--- config.mk ---
export PLATFORM = sky130hd
export DESIGN_NAME = adcSpiEngine
export DESIGN_NICKNAME = d
export VERILOG_FILES = /design/src/rtl/adcSpiPkg.sv /design/src/rtl/adcSpiDatapath.sv /design/src/rtl/adcSpiCtrl.sv /design/src/rtl/adcSpiEngine.sv
export SDC_FILE = /design/constraint.sdc
export NUM_CORES = 1
export LEC_CHECK = 0
export BUFFER_PORTS_ARGS = -buffer_cell sky130_fd_sc_hd__buf_2
export CORE_ASPECT_RATIO = 2
export CORE_MARGIN = 5
export CORE_UTILIZATION = 36
export CTS_CLUSTER_SIZE = 20
export DETAILED_ROUTE_END_ITERATION = 10
export GPL_ROUTABILITY_DRIVEN = 1
export PLACE_DENSITY = 0.57
export SLEW_MARGIN = 40
export SYNTH_ARGS = -nofsm -noshare
export SYNTH_HDL_FRONTEND = slang
export SYNTH_HIERARCHICAL = 1
export SYNTH_SLANG_ARGS = --single-unit
export TNS_END_PERCENT = 20
--- constraint.sdc ---
create_clock -name clk -period 2.9 [get_ports clk]
set_input_delay 0.29 -clock clk [delete_from_list [all_inputs] [get_ports clk]]
set_output_delay 0.29 -clock clk [all_outputs]
set_load 0.05 [all_outputs]
--- src/rtl/adcSpiPkg.sv ---
package adcSpiPkg;

  typedef enum logic [1:0] {
    REQ_CMD   = 2'd0,
    REQ_WREG  = 2'd1,
    REQ_RREG  = 2'd2,
    REQ_RDATA = 2'd3
  } reqKind_e;

  // strobes from control to datapath
  typedef struct packed {
    logic       startByte;
    logic [7:0] txByte;
    logic       startWait;
    logic       capByte;
    logic       clrRes;
  } dpCtl_t;

endpackage

--- src/rtl/adcSpiDatapath.sv ---
module adcSpiDatapath
  import adcSpiPkg::*;
#(
  parameter int DIV_W     = 8,
  parameter int OSC_W     = 12,
  parameter int TURN_MULT = 50
) (
  input  logic              clk,
  input  logic              rstN,
  input  dpCtl_t            ctl,
  input  logic [DIV_W-1:0]  clkDiv,
  input  logic [OSC_W-1:0]  oscCycles,
  input  logic              miso,
  output logic              sclk,
  output logic              mosi,
  output logic              byteDone,
  output logic              waitDone,
  output logic [23:0]       result
);

  localparam int WAIT_W = OSC_W + $clog2(TURN_MULT + 1);

  logic             active;
  logic [DIV_W-1:0] halfCnt;
  logic [2:0]       bitCnt;
  logic [7:0]       txSh;
  logic [7:0]       rxSh;
  logic             sclkR;
  logic             mosiR;
  logic             tick;
  logic             waiting;
  logic [WAIT_W-1:0] waitCnt;

  assign tick = active && (halfCnt == clkDiv);
  assign sclk = sclkR;
  assign mosi = mosiR;

  // byte shifter and SCLK generation
  always_ff @(posedge clk) begin
    if (!rstN) begin
      active   <= 1'b0;
      halfCnt  <= '0;
      bitCnt   <= '0;
      txSh     <= '0;
      rxSh     <= '0;
      sclkR    <= 1'b0;
      mosiR    <= 1'b0;
      byteDone <= 1'b0;
    end else begin
      byteDone <= 1'b0;
      if (ctl.startByte) begin
        active  <= 1'b1;
        halfCnt <= '0;
        bitCnt  <= '0;
        sclkR   <= 1'b0;
        mosiR   <= ctl.txByte[7];
        txSh    <= {ctl.txByte[6:0], 1'b0};
      end else if (active) begin
        if (tick) begin
          halfCnt <= '0;
          if (!sclkR) begin
            sclkR <= 1'b1;
            rxSh  <= {rxSh[6:0], miso};
          end else begin
            sclkR <= 1'b0;
            if (bitCnt == 3'd7) begin
              active   <= 1'b0;
              byteDone <= 1'b1;
            end else begin
              bitCnt <= bitCnt + 3'd1;
              mosiR  <= txSh[7];
              txSh   <= {txSh[6:0], 1'b0};
            end
          end
        end else begin
          halfCnt <= halfCnt + 1'b1;
        end
      end
    end
  end

  // turnaround timer
  always_ff @(posedge clk) begin
    if (!rstN) begin
      waiting  <= 1'b0;
      waitCnt  <= '0;
      waitDone <= 1'b0;
    end else begin
      waitDone <= 1'b0;
      if (ctl.startWait) begin
        waiting <= 1'b1;
        waitCnt <= WAIT_W'(oscCycles) * WAIT_W'(TURN_MULT);
      end else if (waiting) begin
        if (waitCnt == '0) begin
          waiting  <= 1'b0;
          waitDone <= 1'b1;
        end else begin
          waitCnt <= waitCnt - 1'b1;
        end
      end
    end
  end

  // response assembly, first byte lands in the top
  always_ff @(posedge clk) begin
    if (!rstN) begin
      result <= '0;
    end else if (ctl.clrRes) begin
      result <= '0;
    end else if (ctl.capByte) begin
      result <= {result[15:0], rxSh};
    end
  end

  AST_MOSI_HOLD: assert property (@(posedge clk) disable iff (!rstN)
    (sclk && $past(sclk)) |-> $stable(mosi));
  AST_NO_CLK_IN_WAIT: assert property (@(posedge clk) disable iff (!rstN)
    waiting |-> (!active && !sclk));
  AST_BYTE_END_LOW: assert property (@(posedge clk) disable iff (!rstN)
    byteDone |-> !sclk);

endmodule

--- src/rtl/adcSpiCtrl.sv ---
module adcSpiCtrl
  import adcSpiPkg::*;
#(
  parameter logic [7:0] WREG_OP    = 8'h50,
  parameter logic [7:0] RREG_OP    = 8'h10,
  parameter logic [7:0] RDATA_OP   = 8'h01,
  parameter logic [7:0] COUNT_BYTE = 8'h00,
  parameter logic [7:0] FILL_BYTE  = 8'hFF
) (
  input  logic       clk,
  input  logic       rstN,
  input  logic       reqValid,
  input  logic [1:0] reqType,
  input  logic [3:0] reqAddr,
  input  logic [7:0] reqData,
  input  logic       byteDone,
  input  logic       waitDone,
  output dpCtl_t     ctl,
  output logic       csN,
  output logic       busy,
  output logic       done
);

  typedef enum logic [1:0] {ST_IDLE, ST_TX, ST_WAIT, ST_RX} state_e;

  state_e     state;
  reqKind_e   kind;
  logic [3:0] addrR;
  logic [7:0] dataR;
  logic [1:0] idx;
  logic       accept;

  function automatic logic [7:0] cmdByte(reqKind_e k, logic [1:0] i,
                                         logic [3:0] a, logic [7:0] d);
    case (k)
      REQ_CMD:   cmdByte = d;
      REQ_WREG:  cmdByte = (i == 2'd0) ? (WREG_OP | {4'b0, a}) :
                           (i == 2'd1) ? COUNT_BYTE : d;
      REQ_RREG:  cmdByte = (i == 2'd0) ? (RREG_OP | {4'b0, a}) : COUNT_BYTE;
      default:   cmdByte = RDATA_OP;
    endcase
  endfunction

  function automatic logic [1:0] txLast(reqKind_e k);
    case (k)
      REQ_WREG: txLast = 2'd2;
      REQ_RREG: txLast = 2'd1;
      default:  txLast = 2'd0;
    endcase
  endfunction

  function automatic logic [1:0] rxCount(reqKind_e k);
    case (k)
      REQ_RREG:  rxCount = 2'd1;
      REQ_RDATA: rxCount = 2'd3;
      default:   rxCount = 2'd0;
    endcase
  endfunction

  assign accept = reqValid && (state == ST_IDLE);
  assign busy   = (state != ST_IDLE);

  always_comb begin
    ctl = '0;
    case (state)
      ST_IDLE: if (accept) begin
        ctl.startByte = 1'b1;
        ctl.txByte    = cmdByte(reqKind_e'(reqType), 2'd0, reqAddr, reqData);
        ctl.clrRes    = 1'b1;
      end
      ST_TX: if (byteDone) begin
        if (idx == txLast(kind)) begin
          ctl.startWait = (rxCount(kind) != 2'd0);
        end else begin
          ctl.startByte = 1'b1;
          ctl.txByte    = cmdByte(kind, idx + 2'd1, addrR, dataR);
        end
      end
      ST_WAIT: if (waitDone) begin
        ctl.startByte = 1'b1;
        ctl.txByte    = FILL_BYTE;
      end
      ST_RX: if (byteDone) begin
        ctl.capByte = 1'b1;
        if (idx != rxCount(kind) - 2'd1) begin
          ctl.startByte = 1'b1;
          ctl.txByte    = FILL_BYTE;
        end
      end
      default: ;
    endcase
  end

  always_ff @(posedge clk) begin
    if (!rstN) begin
      state <= ST_IDLE;
      kind  <= REQ_CMD;
      addrR <= '0;
      dataR <= '0;
      idx   <= '0;
      csN   <= 1'b1;
      done  <= 1'b0;
    end else begin
      done <= 1'b0;
      case (state)
        ST_IDLE: if (accept) begin
          state <= ST_TX;
          kind  <= reqKind_e'(reqType);
          addrR <= reqAddr;
          dataR <= reqData;
          idx   <= '0;
          csN   <= 1'b0;
        end
        ST_TX: if (byteDone) begin
          if (idx == txLast(kind)) begin
            idx <= '0;
            if (rxCount(kind) != 2'd0) begin
              state <= ST_WAIT;
            end else begin
              state <= ST_IDLE;
              csN   <= 1'b1;
              done  <= 1'b1;
            end
          end else begin
            idx <= idx + 2'd1;
          end
        end
        ST_WAIT: if (waitDone) begin
          state <= ST_RX;
        end
        ST_RX: if (byteDone) begin
          if (idx == rxCount(kind) - 2'd1) begin
            state <= ST_IDLE;
            csN   <= 1'b1;
            done  <= 1'b1;
          end else begin
            idx <= idx + 2'd1;
          end
        end
        default: state <= ST_IDLE;
      endcase
    end
  end

  AST_WAIT_READS_ONLY: assert property (@(posedge clk) disable iff (!rstN)
    (state == ST_WAIT) |-> (kind == REQ_RREG || kind == REQ_RDATA));
  AST_DONE_PULSE: assert property (@(posedge clk) disable iff (!rstN)
    done |=> !done);
  AST_BUSY_DROP: assert property (@(posedge clk) disable iff (!rstN)
    $fell(busy) |-> done);
  AST_CS_IDLE: assert property (@(posedge clk) disable iff (!rstN)
    !busy |-> csN);

endmodule

--- src/rtl/adcSpiEngine.sv ---
module adcSpiEngine
  import adcSpiPkg::*;
#(
  parameter int         DIV_W     = 8,
  parameter int         OSC_W     = 12,
  parameter int         TURN_MULT = 50,
  parameter logic [7:0] WREG_OP   = 8'h50,
  parameter logic [7:0] RREG_OP   = 8'h10,
  parameter logic [7:0] RDATA_OP  = 8'h01
) (
  input  logic             clk,
  input  logic             rstN,
  input  logic             reqValid,
  input  logic [1:0]       reqType,
  input  logic [3:0]       reqAddr,
  input  logic [7:0]       reqData,
  input  logic [OSC_W-1:0] oscCycles,
  input  logic [DIV_W-1:0] clkDiv,
  input  logic             miso,
  output logic             csN,
  output logic             sclk,
  output logic             mosi,
  output logic             busy,
  output logic             done,
  output logic [7:0]       rdByte,
  output logic [23:0]      rdResult
);

  dpCtl_t ctl;
  logic   byteDone;
  logic   waitDone;

  adcSpiCtrl #(
    .WREG_OP  (WREG_OP),
    .RREG_OP  (RREG_OP),
    .RDATA_OP (RDATA_OP)
  ) u_ctrl (
    .clk      (clk),
    .rstN     (rstN),
    .reqValid (reqValid),
    .reqType  (reqType),
    .reqAddr  (reqAddr),
    .reqData  (reqData),
    .byteDone (byteDone),
    .waitDone (waitDone),
    .ctl      (ctl),
    .csN      (csN),
    .busy     (busy),
    .done     (done)
  );

  adcSpiDatapath #(
    .DIV_W     (DIV_W),
    .OSC_W     (OSC_W),
    .TURN_MULT (TURN_MULT)
  ) u_dp (
    .clk       (clk),
    .rstN      (rstN),
    .ctl       (ctl),
    .clkDiv    (clkDiv),
    .oscCycles (oscCycles),
    .miso      (miso),
    .sclk      (sclk),
    .mosi      (mosi),
    .byteDone  (byteDone),
    .waitDone  (waitDone),
    .result    (rdResult)
  );

  assign rdByte = rdResult[7:0];

  AST_SCLK_NEEDS_CS: assert property (@(posedge clk) disable iff (!rstN)
    sclk |-> !csN);
  AST_DONE_CS_HIGH: assert property (@(posedge clk) disable iff (!rstN)
    done |-> (csN && !sclk));

endmodule

# Yosys cells after proc, flatten, opt, wreduce, memory -nomap -nowiden

Index checks and enable logic that the tools add are counted.

Input port bits: 38
Register bits: 94

Multipliers: 1
Mux-type cells: 85
Bitwise gates (word level): 8
Reductions and logical operators: 30
Equal/unequal tests: 25
$add $sub $neg: 6

Operators with widths:

| cell                                                                 | number |
|---|---|
| 8-bit two-way mux                                                    | 8 |
| 18-bit two-way mux                                                   | 3 |
| 2-bit two-way mux                                                    | 25 |
| 8-bit one-hot mux with 3 select lines                                | 2 |
| 9-bit two-way mux                                                    | 5 |
| 9-bit one-hot mux with 4 select lines                                | 1 |
| 1-bit two-way mux                                                    | 33 |
| 18-bit zero test                                                     | 1 |
| 18-bit by 1-bit subtractor with 18-bit output, second input constant | 1 |
| 12-bit by 5-bit multiplier with 17-bit output, second input constant | 1 |
| 2-bit nonzero test                                                   | 7 |
| 2-bit by 1-bit != test with 1-bit output, second input constant      | 6 |
| 4-bit AND reduction                                                  | 3 |
| 2-bit == test, second input constant                                 | 5 |
| 10-bit two-way mux                                                   | 1 |
| 8-bit by 1-bit adder with 8-bit output, second input constant        | 1 |
| 2-bit by 1-bit == test with 1-bit output, second input constant      | 4 |
| 8-bit == test                                                        | 1 |
| 2-bit zero test                                                      | 4 |
| 2-bit != test, second input constant                                 | 4 |
| 1-bit NOT                                                            | 8 |
| 2-bit one-hot mux with 2 select lines                                | 2 |
| 2-bit one-hot mux with 4 select lines                                | 1 |
| 2-bit AND reduction                                                  | 4 |
| other kinds (18)                                                     | 24 |

# Longest topological paths before layout

Word-level depth: 15
Mapped depth: 12

# Hierarchy

Netlist, hierarchy kept.

Modules (own cells, without submodules):

| module         | sequential area each (µm²) | instances | cells each | area an instance (µm²) |
|---|---|---|---|---|
| adcSpiDatapath | 1,481.4                    | 1         | 489        | 4,434.3 |
| adcSpiCtrl     | 400.4                      | 1         | 177        | 1,417.6 |
| adcSpiEngine   | 0.0                        | 1         | 8          | 60.1 |

# Least setup slack after synthesis

OpenSTA, ideal clock, no wires.

Kind: input port to flip-flop
From: input port oscCycles[5]
To: register u_dp.waitCnt[17]
Library setup time: 0.116 ns
Required time: 2.784 ns
Arrival time: 2.760 ns
Path slack: 0.024 ns
Stages on the path: 11
Cell sequence: ha_1 > ha_1 > inv_1 > fa_1 > inv_1 > ha_1 > and3_1 > a221oi_1 > or2_2 > o311a_1 > o211a_1

Cells in the longest elaborated chain, start to end: 2

Ends and longest elaborated chain:

| what                                          | RTL line             | RTL |
|---|---|---|
| from (decl)                                   | adcSpiEngine.sv:17   | `input logic [OSC_W-1:0] oscCycles,` |
| 12-bit by 5-bit multiplier with 17-bit output | adcSpiDatapath.sv:92 | `waitCnt <= WAIT_W'(oscCycles) * WAIT_W'(TURN_MULT);` |
| 18-bit two-way mux                            | adcSpiDatapath.sv:90 | `if (ctl.startWait) begin` |
| to (signal assigned)                          | adcSpiDatapath.sv:92 |  |
| to (signal assigned)                          | adcSpiDatapath.sv:98 | `waitCnt <= waitCnt - 1'b1;` |
| to (decl)                                     | adcSpiDatapath.sv:32 | `logic [WAIT_W-1:0] waitCnt;` |

No other way between the ends.
A chain may end at the register's enable or synchronous reset.

# Worst setup path in the final report

From: input port oscCycles[4]
To: register u_dp.waitCnt[17]

The elaborated chain is that of the path after synthesis.

==> impl_metrics.env <==
export IMPL_grt_setup_unrepaired="yes"
export IMPL_synth_edf_count=0
export IMPL_syn_to_final_growth_pct=17.02
export IMPL_vdd_drop_max_v=0.0002264
export IMPL_drt_total_wl_um=14040
export IMPL_insertion_delay_ps=340
export IMPL_drive_gt1_frac=0.2060
export IMPL_dieArea_um2=19240
export IMPL_htree_levels=3
export IMPL_clkPwrFrac=0.356
export IMPL_synth_top_cell_by_area="dfxtp_1"
export IMPL_die_w_um=100.6
export IMPL_worstPathArrival_ps=3040
export IMPL_layout_commonest_cell="dfxtp_1"
export IMPL_antenna_cells=0
export IMPL_grt_max_degree=30
export IMPL_setup_viol=0
export IMPL_power_frac_comb=0.229
export IMPL_hold_path_class="in -> reg"
export IMPL_grt_ovfl_total=0
export IMPL_power_density_nw_per_um2=464.3
export IMPL_slew_violations=0
export IMPL_skew_ps=7.145
export IMPL_critPathCaptureType="register"
export IMPL_grt_pass1_wl_um=23350
export IMPL_synth_top_flop_cell="dfxtp_1"
export IMPL_status="finished, final reports clean"
export IMPL_synth_top_cell_area_share=0.3183
export IMPL_nets=854
export IMPL_place_area_um2=6616
export IMPL_power_switching_w=0.0009468
export IMPL_synthArstFlopShare=0
export IMPL_cts_max_path_buffers=2
export IMPL_ys_warn_count=6
export IMPL_clock_sinks=94
export IMPL_netlist_area_um2=5912
export IMPL_post_route_period_util=0.9673
export IMPL_synth_nets=771
export IMPL_tightest_slew_ps=540.7
export IMPL_drtPass1Iterations=5
export IMPL_critPathMaxFanout=3
export IMPL_p_leak_nw=2.886
export IMPL_yosysUniqueCellTypes=77
export IMPL_sw_frac_of_total=0.2948
export IMPL_place_detailed_hpwl_um=11260
export IMPL_viasPerCell=5.275
export IMPL_wire_per_inst_um=14.53
export IMPL_placement_io_buffers=74
export IMPL_drt_initial_drc_count=215
export IMPL_yosysSeqAreaShare=0.3183
export IMPL_cap_violations=0
export IMPL_ys_ff_latch=94
export IMPL_cts_clk_slew_worst_paths_ps=70
export IMPL_hold_slack_ps=199.2
export IMPL_coreArea_um2=16190
export IMPL_final_design_area_no_fill_um2=6918
export IMPL_crit_type="in -> reg"
export IMPL_slew_headroom=0.6367
export IMPL_drc=0
export IMPL_post_cts_buffers=0
export IMPL_cts_made_buffers=9
export IMPL_reg2reg_slack_ps=230
export IMPL_detailroute_via_count=5096
export IMPL_gp_congestion=0.8180
export IMPL_grt_pass1_vias=5155
export IMPL_min_period_ps=2805
export IMPL_io_pins=75
export IMPL_ant_nets=0
export IMPL_die_y_um=191.2
export IMPL_hold_viol=0
export IMPL_fp_row_count=66
export IMPL_root_buffer="clkbuf_16"
export IMPL_timing_fmax_mhz=356.5
export IMPL_synth_avg_cell_area_um2=8.771
export IMPL_grt_antenna_before_repair=0
export IMPL_worstPathRequired_ps=3140
export IMPL_synth_cells=674
export IMPL_track_usage=0.1489
export IMPL_netlist_top_cells_area="dfxtp_1 (32%), ha_1 (11%), mux2i_1 (6.1%), xnor2_1 (4.3%), nor2_1 (3.9%)"
export IMPL_final_cell_mix="dfxtp_1 (94), buf_2 (74), nor2_1 (62), nand2_1 (59), ha_1 (52)"
export IMPL_intPower_w=0.002265
export IMPL_pwr_share_seq=0.415
export IMPL_hold_buffers=0
export IMPL_start_util=0.3653
export IMPL_cts_tree="done"
export IMPL_worstSetupStartpointType="input pin"
## sequential cells by signal, indices dropped and copies added, names as in the netlist, 2 cells and up, named ones only
| signal | count |
|---|---|
| u_ctrl/addrR | 4 |
| u_ctrl/kind | 2 |
| u_dp/waitCnt | 18 |
| u_dp/result | 24 |
| u_ctrl/dataR | 8 |
| u_dp/txSh | 7 |
| u_ctrl/idx | 2 |
| u_dp/halfCnt | 8 |
| u_dp/rxSh | 8 |
| u_dp/bitCnt | 3 |
## path summary, 6_finish.rpt
path | cells after the start | start | endpoint
setup / recovery | 13 | oscCycles[4] | u_dp/waitCnt[17]$_SDFFE_PN0P_
hold / removal | 3 | miso | u_dp/rxSh[0]$_SDFFE_PN0P_
setup reg to reg | 9 | u_ctrl/kind[1]$_SDFFE_PN0P_ | u_dp/halfCnt[4]$_SDFFE_PP0P_
hold reg to reg | 2 | u_ctrl/dataR[4]$_SDFFE_PN0P_ | u_ctrl/dataR[4]$_SDFFE_PN0P_
## critical path: stages
cell and delay, ps:
buf_2 110, ha_1 290, ha_1 280, inv_1 50
fa_1 490, inv_1 40, ha_1 310, and3_4 190
a221oi_2 70, buf_4 150, or2_2 310, o311a_1 330
o211a_1 120
## power groups by stage
stage,combinational [W],clock [W],sequential (W)
2_1_floorplan,0.000473,0,0.00136
3_3_place_gp,0.000719,0,0.00136
3_5_place_dp,0.000730,0,0.00136
4_1_cts,0.000741,0.00119,0.00133
5_1_grt,0.000831,0.00123,0.00134
6_report,0.000735,0.00114,0.00133
## routing by layer
| metal | GRT usage | wire length (µm) | vias to the layer above | part of all wire |
|---|---|---|---|---|
| met2 | 0.2989 | 8093 | 105 | 0.58 |
| met4 | 0.06798 | 391 | 0 | 0.028 |
| met3 | 0.01936 | 517 | 24 | 0.037 |
| met1 | 0.1432 | 5035 | 2416 | 0.36 |
| li1 | - | - | 2551 | - |
| met5 | 0 | 0 | - | 0 |
## synth_stat cells (4+ instances only)
| master | n |
|---|---|
| o211ai_1 | 8 |
| nand3_1 | 9 |
| a21boi_0 | 15 |
| nor2_1 | 62 |
| fa_1 | 7 |
| clkbuf_1 | 20 |
| a211oi_1 | 16 |
| nor3_1 | 14 |
| nor4_1 | 6 |
| nand4_1 | 6 |
| o21ai_0 | 26 |
| or2_2 | 5 |
| inv_1 | 42 |
| mux2i_1 | 36 |
| nor3b_1 | 5 |
| xnor2_1 | 29 |
| and3_1 | 7 |
| dfxtp_1 | 94 |
| or3_1 | 7 |
| buf_2 | 6 |
| nand3b_1 | 5 |
| buf_4 | 11 |
| nand2_1 | 59 |
| or4_1 | 5 |
| a21oi_1 | 30 |
| ha_1 | 52 |
| o21a_1 | 4 |
| xor2_1 | 10 |
| a22oi_1 | 7 |
## what timing repair did
action | CTS | global route
setup endpoints to repair | 1 | 2
pin swaps | 0 | 1
resized for setup | 1 | 1
## area by class of cell
cell class	instances	area (µm²)
Sequential cell	94	1882
Inverter	44	165.2
Multi-Input combinational cell	496	3670
Tap cell	204	255.2
Timing Repair Buffer	112	655.6
Clock buffer	9	225.2
Fill cell	1639	9268
Clock inverter	7	65.06
## kinds of logic (layout without fill, tap and decap cells)
logic type      Yosys count  count (layout)  share of synthesized area
compound gates          147             147                     0.1742
xor+xnor                 39              39                    0.05778
fa+ha+maj                59              59                     0.1338
buf+inv                  84             172                    0.06370
flops                    94              94                     0.3183
mux                      38              38                    0.06540
simple gates            213             213                     0.1869
## stage by stage
step                setup TNS [ps]  setup WS [ps]  std cells  power (W)  utilization
floorplan                        0          23.78        674   0.001837            -
global placement             -1177         -371.6        950   0.002082       0.4088
detailed placement           -1388         -404.5        950   0.002094       0.4088
CTS                              0          86.46        966   0.003266       0.4271
global route                -4.450         -4.450        966   0.003403       0.4274
finish                           0          94.88        966   0.003212       0.4274
Note: power is estimated with default switching activity, not from simulation.
